File: config.mk
export PLATFORM = sky130hd
export DESIGN_NAME = usb_out_pingpong_buf
export DESIGN_NICKNAME = d
export VERILOG_FILES = /design/src/rtl/usbo_pkg.sv /design/src/rtl/usbo_rst_sync.sv /design/src/rtl/usbo_rx_ctrl.sv /design/src/rtl/usbo_bank_store.sv /design/src/rtl/usbo_cpu_port.sv /design/src/rtl/usb_out_pingpong_buf.sv
export SDC_FILE = /design/constraint.sdc
export NUM_CORES = 1
export LEC_CHECK = 0
export CAP_MARGIN = 20
export CORE_ASPECT_RATIO = 0.9
export CORE_UTILIZATION = 51
export CTS_CLUSTER_DIAMETER = 40
export CTS_CLUSTER_SIZE = 25
export DETAILED_ROUTE_END_ITERATION = 16
export GPL_TIMING_DRIVEN = 0
export PLACE_DENSITY = 0.67
export SYNTH_ARGS = -nofsm -noshare
export SYNTH_HDL_FRONTEND = slang
export SYNTH_SLANG_ARGS = --single-unit
File: constraint.sdc
create_clock -name clk -period 2.71 [get_ports clk]
set_input_delay 0.4065 -clock clk [delete_from_list [all_inputs] [get_ports clk]]
set_output_delay 0.4065 -clock clk [all_outputs]
set_load 0.005 [all_outputs]
File: src/rtl/usbo_pkg.sv
package usbo_pkg;
  localparam int BANK_BYTES_DEF = 64;
  localparam int ADDR_W_DEF     = 5;

  typedef enum logic [1:0] {
    RX_IDLE = 2'd0,
    RX_RECV = 2'd1,
    RX_DROP = 2'd2
  } rx_state_e;
endpackage

File: src/rtl/usbo_rst_sync.sv
module usbo_rst_sync (
  input  logic clk,
  input  logic arst_n,
  output logic rst_sn
);
  logic [1:0] sync_q;

  always_ff @(posedge clk or negedge arst_n) begin
    if (!arst_n) sync_q <= 2'b00;
    else         sync_q <= {sync_q[0], 1'b1};
  end

  assign rst_sn = sync_q[1];
endmodule

File: src/rtl/usbo_rx_ctrl.sv
module usbo_rx_ctrl
  import usbo_pkg::*;
#(
  parameter int BANK_BYTES = BANK_BYTES_DEF,
  localparam int PTR_W = $clog2(BANK_BYTES),
  localparam int CNT_W = PTR_W + 1
) (
  input  logic             clk,
  input  logic             rst_sn,
  input  logic             pkt_start,
  input  logic             byte_vld,
  input  logic [7:0]       byte_in,
  input  logic             pkt_end,
  input  logic             pkt_good,
  input  logic             bank_free,
  output logic             mem_we,
  output logic [PTR_W-1:0] mem_addr,
  output logic [7:0]       mem_wdata,
  output logic             commit,
  output logic [CNT_W-1:0] commit_len,
  output logic             hs_vld,
  output logic             hs_ack
);
  rx_state_e        state_q, state_d;
  logic [CNT_W-1:0] wptr_q, wptr_d;
  logic             ovf_q, ovf_d;
  logic             hs_vld_d, hs_ack_d;
  logic             bank_full;

  assign bank_full = (wptr_q == CNT_W'(BANK_BYTES));

  always_comb begin
    state_d   = state_q;
    wptr_d    = wptr_q;
    ovf_d     = ovf_q;
    hs_vld_d  = 1'b0;
    hs_ack_d  = 1'b0;
    mem_we    = 1'b0;
    mem_addr  = wptr_q[PTR_W-1:0];
    mem_wdata = byte_in;
    if (pkt_start) begin
      state_d = bank_free ? RX_RECV : RX_DROP;
      wptr_d  = '0;
      ovf_d   = 1'b0;
    end else if (byte_vld && state_q == RX_RECV) begin
      if (bank_full) begin
        ovf_d = 1'b1;
      end else begin
        mem_we = 1'b1;
        wptr_d = wptr_q + CNT_W'(1);
      end
    end else if (pkt_end && state_q != RX_IDLE) begin
      hs_vld_d = 1'b1;
      hs_ack_d = (state_q == RX_RECV) && pkt_good && !ovf_q;
      state_d  = RX_IDLE;
    end
  end

  assign commit     = hs_ack_d;
  assign commit_len = wptr_q;

  always_ff @(posedge clk or negedge rst_sn) begin
    if (!rst_sn) begin
      state_q <= RX_IDLE;
      wptr_q  <= '0;
      ovf_q   <= 1'b0;
      hs_vld  <= 1'b0;
      hs_ack  <= 1'b0;
    end else begin
      state_q <= state_d;
      wptr_q  <= wptr_d;
      ovf_q   <= ovf_d;
      hs_vld  <= hs_vld_d;
      hs_ack  <= hs_ack_d;
    end
  end
endmodule

File: src/rtl/usbo_bank_store.sv
module usbo_bank_store #(
  parameter int BANK_BYTES = 64,
  parameter int NUM_BANKS  = 2,
  localparam int PTR_W = $clog2(BANK_BYTES),
  localparam int SEL_W = (NUM_BANKS > 1) ? $clog2(NUM_BANKS) : 1
) (
  input  logic             clk,
  input  logic             we,
  input  logic [SEL_W-1:0] wbank,
  input  logic [PTR_W-1:0] waddr,
  input  logic [7:0]       wdata,
  input  logic [SEL_W-1:0] rbank,
  input  logic [PTR_W-1:0] raddr,
  output logic [7:0]       rdata
);
  logic [7:0] bank_rd [NUM_BANKS];

  for (genvar g = 0; g < NUM_BANKS; g++) begin : g_bank
    logic [7:0] mem [BANK_BYTES];
    logic       bank_we;

    assign bank_we = we && (wbank == SEL_W'(g));

    // Storage carries no reset: contents survive any reset.
    always_ff @(posedge clk) begin
      if (bank_we) mem[waddr] <= wdata;
    end

    assign bank_rd[g] = mem[raddr];
  end

  assign rdata = bank_rd[rbank];
endmodule

File: src/rtl/usbo_cpu_port.sv
module usbo_cpu_port #(
  parameter int          BANK_BYTES = 64,
  parameter int          ADDR_W     = 5,
  parameter logic [4:0]  DATA_ADDR  = 5'h11,
  parameter logic [4:0]  COUNT_ADDR = 5'h12,
  localparam int PTR_W = $clog2(BANK_BYTES),
  localparam int CNT_W = PTR_W + 1
) (
  input  logic              clk,
  input  logic              rst_sn,
  input  logic              commit,
  input  logic [CNT_W-1:0]  commit_len,
  input  logic              rd,
  input  logic [ADDR_W-1:0] addr,
  input  logic              clr,
  input  logic [7:0]        store_rdata,
  output logic              fill_sel,
  output logic              own_sel,
  output logic              bank_free,
  output logic [PTR_W-1:0]  rptr,
  output logic [1:0]        full,
  output logic              irq,
  output logic [7:0]        rdata
);
  logic [1:0]       full_q, full_d;
  logic [CNT_W-1:0] cnt_q [2];
  logic [CNT_W-1:0] cnt_d [2];
  logic             fill_q, fill_d, own_q, own_d;
  logic [PTR_W-1:0] rptr_q, rptr_d;
  logic [7:0]       rdata_q, rdata_d;
  logic             irq_w, release_w;

  assign irq_w     = full_q[own_q];
  assign release_w = clr && irq_w;

  always_comb begin
    full_d  = full_q;
    cnt_d   = cnt_q;
    fill_d  = fill_q;
    own_d   = own_q;
    rptr_d  = rptr_q;
    rdata_d = rdata_q;
    if (commit) begin
      full_d[fill_q] = 1'b1;
      cnt_d[fill_q]  = commit_len;
      fill_d         = ~fill_q;
    end
    if (rd) begin
      if (addr == ADDR_W'(DATA_ADDR)) begin
        rdata_d = irq_w ? store_rdata : 8'h00;
        if (irq_w) rptr_d = rptr_q + PTR_W'(1);
      end else if (addr == ADDR_W'(COUNT_ADDR)) begin
        rdata_d = irq_w ? 8'(cnt_q[own_q]) : 8'h00;
      end else begin
        rdata_d = 8'h00;
      end
    end
    if (release_w) begin
      full_d[own_q] = 1'b0;
      own_d         = ~own_q;
      rptr_d        = '0;
    end
  end

  always_ff @(posedge clk or negedge rst_sn) begin
    if (!rst_sn) begin
      full_q   <= 2'b00;
      cnt_q[0] <= '0;
      cnt_q[1] <= '0;
      fill_q   <= 1'b0;
      own_q    <= 1'b0;
      rptr_q   <= '0;
      rdata_q  <= 8'h00;
    end else begin
      full_q   <= full_d;
      cnt_q[0] <= cnt_d[0];
      cnt_q[1] <= cnt_d[1];
      fill_q   <= fill_d;
      own_q    <= own_d;
      rptr_q   <= rptr_d;
      rdata_q  <= rdata_d;
    end
  end

  assign fill_sel  = fill_q;
  assign own_sel   = own_q;
  assign bank_free = !full_q[fill_q];
  assign rptr      = rptr_q;
  assign full      = full_q;
  assign irq       = irq_w;
  assign rdata     = rdata_q;
endmodule

File: src/rtl/usb_out_pingpong_buf.sv
module usb_out_pingpong_buf
  import usbo_pkg::*;
#(
  parameter int         BANK_BYTES = BANK_BYTES_DEF,
  parameter int         ADDR_W     = ADDR_W_DEF,
  parameter logic [4:0] DATA_ADDR  = 5'h11,
  parameter logic [4:0] COUNT_ADDR = 5'h12
) (
  input  logic              clk,
  input  logic              rst_n,
  input  logic              sie_pkt_start,
  input  logic              sie_byte_vld,
  input  logic [7:0]        sie_byte,
  input  logic              sie_pkt_end,
  input  logic              sie_pkt_good,
  output logic              sie_hs_vld,
  output logic              sie_ack,
  input  logic              cpu_rd,
  input  logic [ADDR_W-1:0] cpu_addr,
  output logic [7:0]        cpu_rdata,
  input  logic              dav_clr,
  output logic              dav_irq
);
  localparam int PTR_W = $clog2(BANK_BYTES);
  localparam int CNT_W = PTR_W + 1;

  logic             rst_sn;
  logic             mem_we, commit, bank_free, fill_sel, own_sel;
  logic [PTR_W-1:0] mem_addr, rptr_w;
  logic [7:0]       mem_wdata, store_rdata;
  logic [CNT_W-1:0] commit_len;
  logic [1:0]       full_w;

  usbo_rst_sync u_rst (
    .clk    (clk),
    .arst_n (rst_n),
    .rst_sn (rst_sn)
  );

  usbo_rx_ctrl #(.BANK_BYTES(BANK_BYTES)) u_rx (
    .clk        (clk),
    .rst_sn     (rst_sn),
    .pkt_start  (sie_pkt_start),
    .byte_vld   (sie_byte_vld),
    .byte_in    (sie_byte),
    .pkt_end    (sie_pkt_end),
    .pkt_good   (sie_pkt_good),
    .bank_free  (bank_free),
    .mem_we     (mem_we),
    .mem_addr   (mem_addr),
    .mem_wdata  (mem_wdata),
    .commit     (commit),
    .commit_len (commit_len),
    .hs_vld     (sie_hs_vld),
    .hs_ack     (sie_ack)
  );

  usbo_bank_store #(.BANK_BYTES(BANK_BYTES), .NUM_BANKS(2)) u_store (
    .clk   (clk),
    .we    (mem_we),
    .wbank (fill_sel),
    .waddr (mem_addr),
    .wdata (mem_wdata),
    .rbank (own_sel),
    .raddr (rptr_w),
    .rdata (store_rdata)
  );

  usbo_cpu_port #(
    .BANK_BYTES (BANK_BYTES),
    .ADDR_W     (ADDR_W),
    .DATA_ADDR  (DATA_ADDR),
    .COUNT_ADDR (COUNT_ADDR)
  ) u_cpu (
    .clk         (clk),
    .rst_sn      (rst_sn),
    .commit      (commit),
    .commit_len  (commit_len),
    .rd          (cpu_rd),
    .addr        (cpu_addr),
    .clr         (dav_clr),
    .store_rdata (store_rdata),
    .fill_sel    (fill_sel),
    .own_sel     (own_sel),
    .bank_free   (bank_free),
    .rptr        (rptr_w),
    .full        (full_w),
    .irq         (dav_irq),
    .rdata       (cpu_rdata)
  );
endmodule

==> impl_metrics.json <==
{
  "cts_buffers": 130,
  "total_leakage_power_nw": 16.5,
  "rrSetupSlack_ps": -50,
  "min_path_type": "flop to async pin",
  "drive_above_1_share_pct": 34.2,
  "synth.most_common_cell": "edfxtp_1",
  "gp_congestion": 0.982,
  "setup_viol": 2,
  "multiInputGateArea_sq_mm": 0.0110,
  "syn-cell-area_sq_mm": 0.0424,
  "violations": "setup timing",
  "cts_tree": "yes",
  "syn_to_final_growth_pct": 24.3,
  "grt_pass1_vias": 23700,
  "synth_ff_type": "edfxtp_1",
  "relSlewSlack_pct": 36.3,
  "synthTopCellsByCount": "1024 x edfxtp_1, 228 x mux2i_1, 169 x nor2_1",
  "overflow": 0,
  "crit_fanout": 10,
  "vias": 24400,
  "layout_setup_ws_ps": -51.7,
  "floorplan.initialDensity_pct": 51.9,
  "routed_via_density": 6.57,
  "cp.required_ps": 3330,
  "synth_nets": 2241,
  "power_switching_mw": 11.1,
  "io_pins": 32,
  "htreeDepth": 4,
  "synth_edf_count": 1024,
  "hold_violations": 0,
  "clk_latency_ps": 740,
  "hpwlAfterDp_mm": 81.3,
  "syn_area_per_cell_sq_um": 19.1,
  "core_region_area_sq_mm": 0.0816,
  "ys_async_sr_fraction_pct": 4.30,
  "cp.arrival_ps": 3380,
  "reg2reg_from": "u_cpu.rptr[2]",
  "skew_ps": 23.7,
  "tightestPinTransition_ps": 954,
  "seqCellArea_sq_mm": 0.0319,
  "initialDrtViolationCount": 3848,
  "die_h_um": 276,
  "fin_area_sq_mm": 0.0527,
  "ys_warn_count": 0,
  "crit_start": "u_cpu.rptr[2]",
  "port_buffers": 31,
  "fin_nets": 2575,
  "switching_share_pct": 26.3,
  "grt_use_total_pct": 30.3,
  "start_kind": "flop",
  "die_width_um": 306,
  "synth_seq_area_share_pct": 75.2,
  "drtAntennaViolNets": 0,
  "clock_path_buffers": 3,
  "ys_types": 61,
  "combPwrFrac_pct": 14.1,
  "ctsRootBufferMaster": "clkbuf_16",
  "synth_area_leaders": "edfxtp_1 73%, mux4_2 7.0%, mux2i_1 5.4%, dfrtp_1 2.7%, nor2_1 1.5%",
  "wl_per_cell_um": 34.0,
  "p_int_mw": 31.0,
  "wl_mm": 127,
  "max-cap-violations": 0,
  "drc": 0,
  "fin_util_pct": 64.6,
  "synthCells": 2217,
  "path_class": "flop to flop",
  "cp-end-kind": "flop",
  "max_freq_mhz": 362,
  "grt_pass1_wl_mm": 175,
  "pwr-share-seq_pct": 43.4,
  "placed_cell_area_sq_mm": 0.0444,
  "fillCellCount": 5274,
  "yosysTopAreaCellShare_pct": 72.5,
  "holdWs_ps": 94.1,
  "p_clk_share_pct": 42.5,
  "ys_ff_latch": 1070,
  "cts.sinks": 1070,
  "run_status": "finished with violations",
  "rsz0062_at_grt": "yes",
  "rows": 99,
  "dp_slack_ps": -1480,
  "post-route-period-util_pct": 102,
  "antenna_found_initial": 1,
  "power_density_mw_per_mm2": 799,
  "first_pass_iters": 6,
  "cts.clk_slew.worst_paths_ps": 60,
  "period_minus_slack_ps": 2760,
  "grt_max_degree": 97,
  "finalPower_mw": 42.1,
  "dieArea_sq_mm": 0.0843,
  "peakVddDrop_mv": 0.627,
  "synth_top_area_cell": "edfxtp_1",
  "maxSlewViolCount": 0
}
[cell usage in the layout, fill, tap and decap left out, types with 21 or more instances in the layout]
cell type / Yosys / routed
clkdlybuf4s50_1: 0 / 23
dfrtp_1: 46 / 42
o22ai_1: 61 / 56
clkbuf_1: 50 / 26
a211oi_2: 0 / 30
nand2_1: 83 / 71
clkbuf_2: 2 / 22
edfxtp_1: 1024 / 1024
mux2i_1: 228 / 222
nor2_1: 169 / 36
mux4_2: 131 / 131
clkbuf_16: 0 / 137
buf_12: 21 / 92
a21oi_1: 23 / 21
buf_4: 5 / 114
a221oi_1: 33 / 28
nor2_4: 0 / 127
[per-layer routing]
| layer | share of wire, % | track usage, % | wire length (um) | vias to the layer above |
|---|---|---|---|---|
| li1 | - | - | - | 9741 |
| met1 | 38 | 42.1 | 48500 | 12700 |
| met2 | 45 | 44.8 | 56600 | 1712 |
| met3 | 13 | 8.48 | 16000 | 309 |
| met4 | 4.3 | 13.6 | 5440 | 2 |
| met5 | 0.0087 | 0 | 11 | - |
[kinds of logic (layout without fill, tap and decap cells)]
| kind of cell | count (synthesis) | in the layout | synth area share (%) |
|---|---|---|---|
| DFF | 1070 | 1070 | 75.2 |
| buffers and inverters | 140 | 582 | 2.56 |
| other | 1 | 3 | 0.00884 |
| adders and majority gates | 3 | 3 | 0.0885 |
| AOI/OAI and AO/OA | 261 | 261 | 4.38 |
| and+or+nand+nor | 330 | 330 | 3.41 |
| xor gates and xnor gates | 11 | 11 | 0.227 |
| muxes | 401 | 401 | 14.1 |
[timing repair]
item | 4_1_cts | 5_1_grt
gates resized for setup | 397 | 59
buffers inserted | 106 | 56
pin swaps | 91 | 32
endpoints found under the setup margin | 1024 | 807
hold buffers | 1 | 0
endpoints found under the hold margin | 2 | 0
[per-stage QoR]
stage          setup TNS [ps]  instances
6_report                -78.8       3721
5_1_grt                 -1400       3719
4_1_cts                  -121       3664
3_5_place_dp          -891080       3319
3_3_place_gp         -3215960       3308
2_1_floorplan           -3110       2217
[flip-flops by register name, indices dropped and copies added, names as in the netlist, 2 cells and up]
register,flops
u_cpu.rptr,6
u_store.g_bank.mem,1024
u_rx.state_q,2
u_cpu.cnt_q,14
u_rst.sync_q,2
u_rx.commit_len,7
u_cpu.full,2
u_cpu.rdata,8
[final timing paths]
check	end	depth (start not counted)
setup / recovery	u_cpu.rdata[0]	7
hold / removal	u_rx.hs_vld	0
setup reg to reg	u_cpu.rdata[0]	7
hold reg to reg	u_rx.hs_vld	0
max in group asynchronous	u_cpu.rptr[1]	1
min in group clk	u_store.g_bank[0].mem[18][6]	1
[final cells by class]
cell class	instances	share of cell area, %
diodes	2	0.00950
well taps	1060	2.52
inverters	9	0.0641
flip-flops and latches	1070	60.5
clock inverters	89	1.88
multi-input cells	1007	20.9
plain buffers	127	2.42
clock buffers	151	6.66
repair buffers	206	5.05
[worst max-delay path, stage by stage (launching register included)]
cell	delay (ps)
dfrtp_1	400
buf_4	210
inv_2	300
buf_2	450
mux2i_2	460
o21ai_0	270
and4_1	310
a31o_1	230
[power by group through the flow]
stage	combinational [mW]	sequential (mW)	clock (mW)
4_1_cts	5.46	18.3	17.9
2_1_floorplan	2.94	18.6	0
3_5_place_dp	4.98	18.7	0
5_1_grt	6.04	18.3	18.6
6_report	5.93	18.3	17.9
3_3_place_gp	4.87	18.7	0
Note: power is estimated with default switching activity, not from simulation.
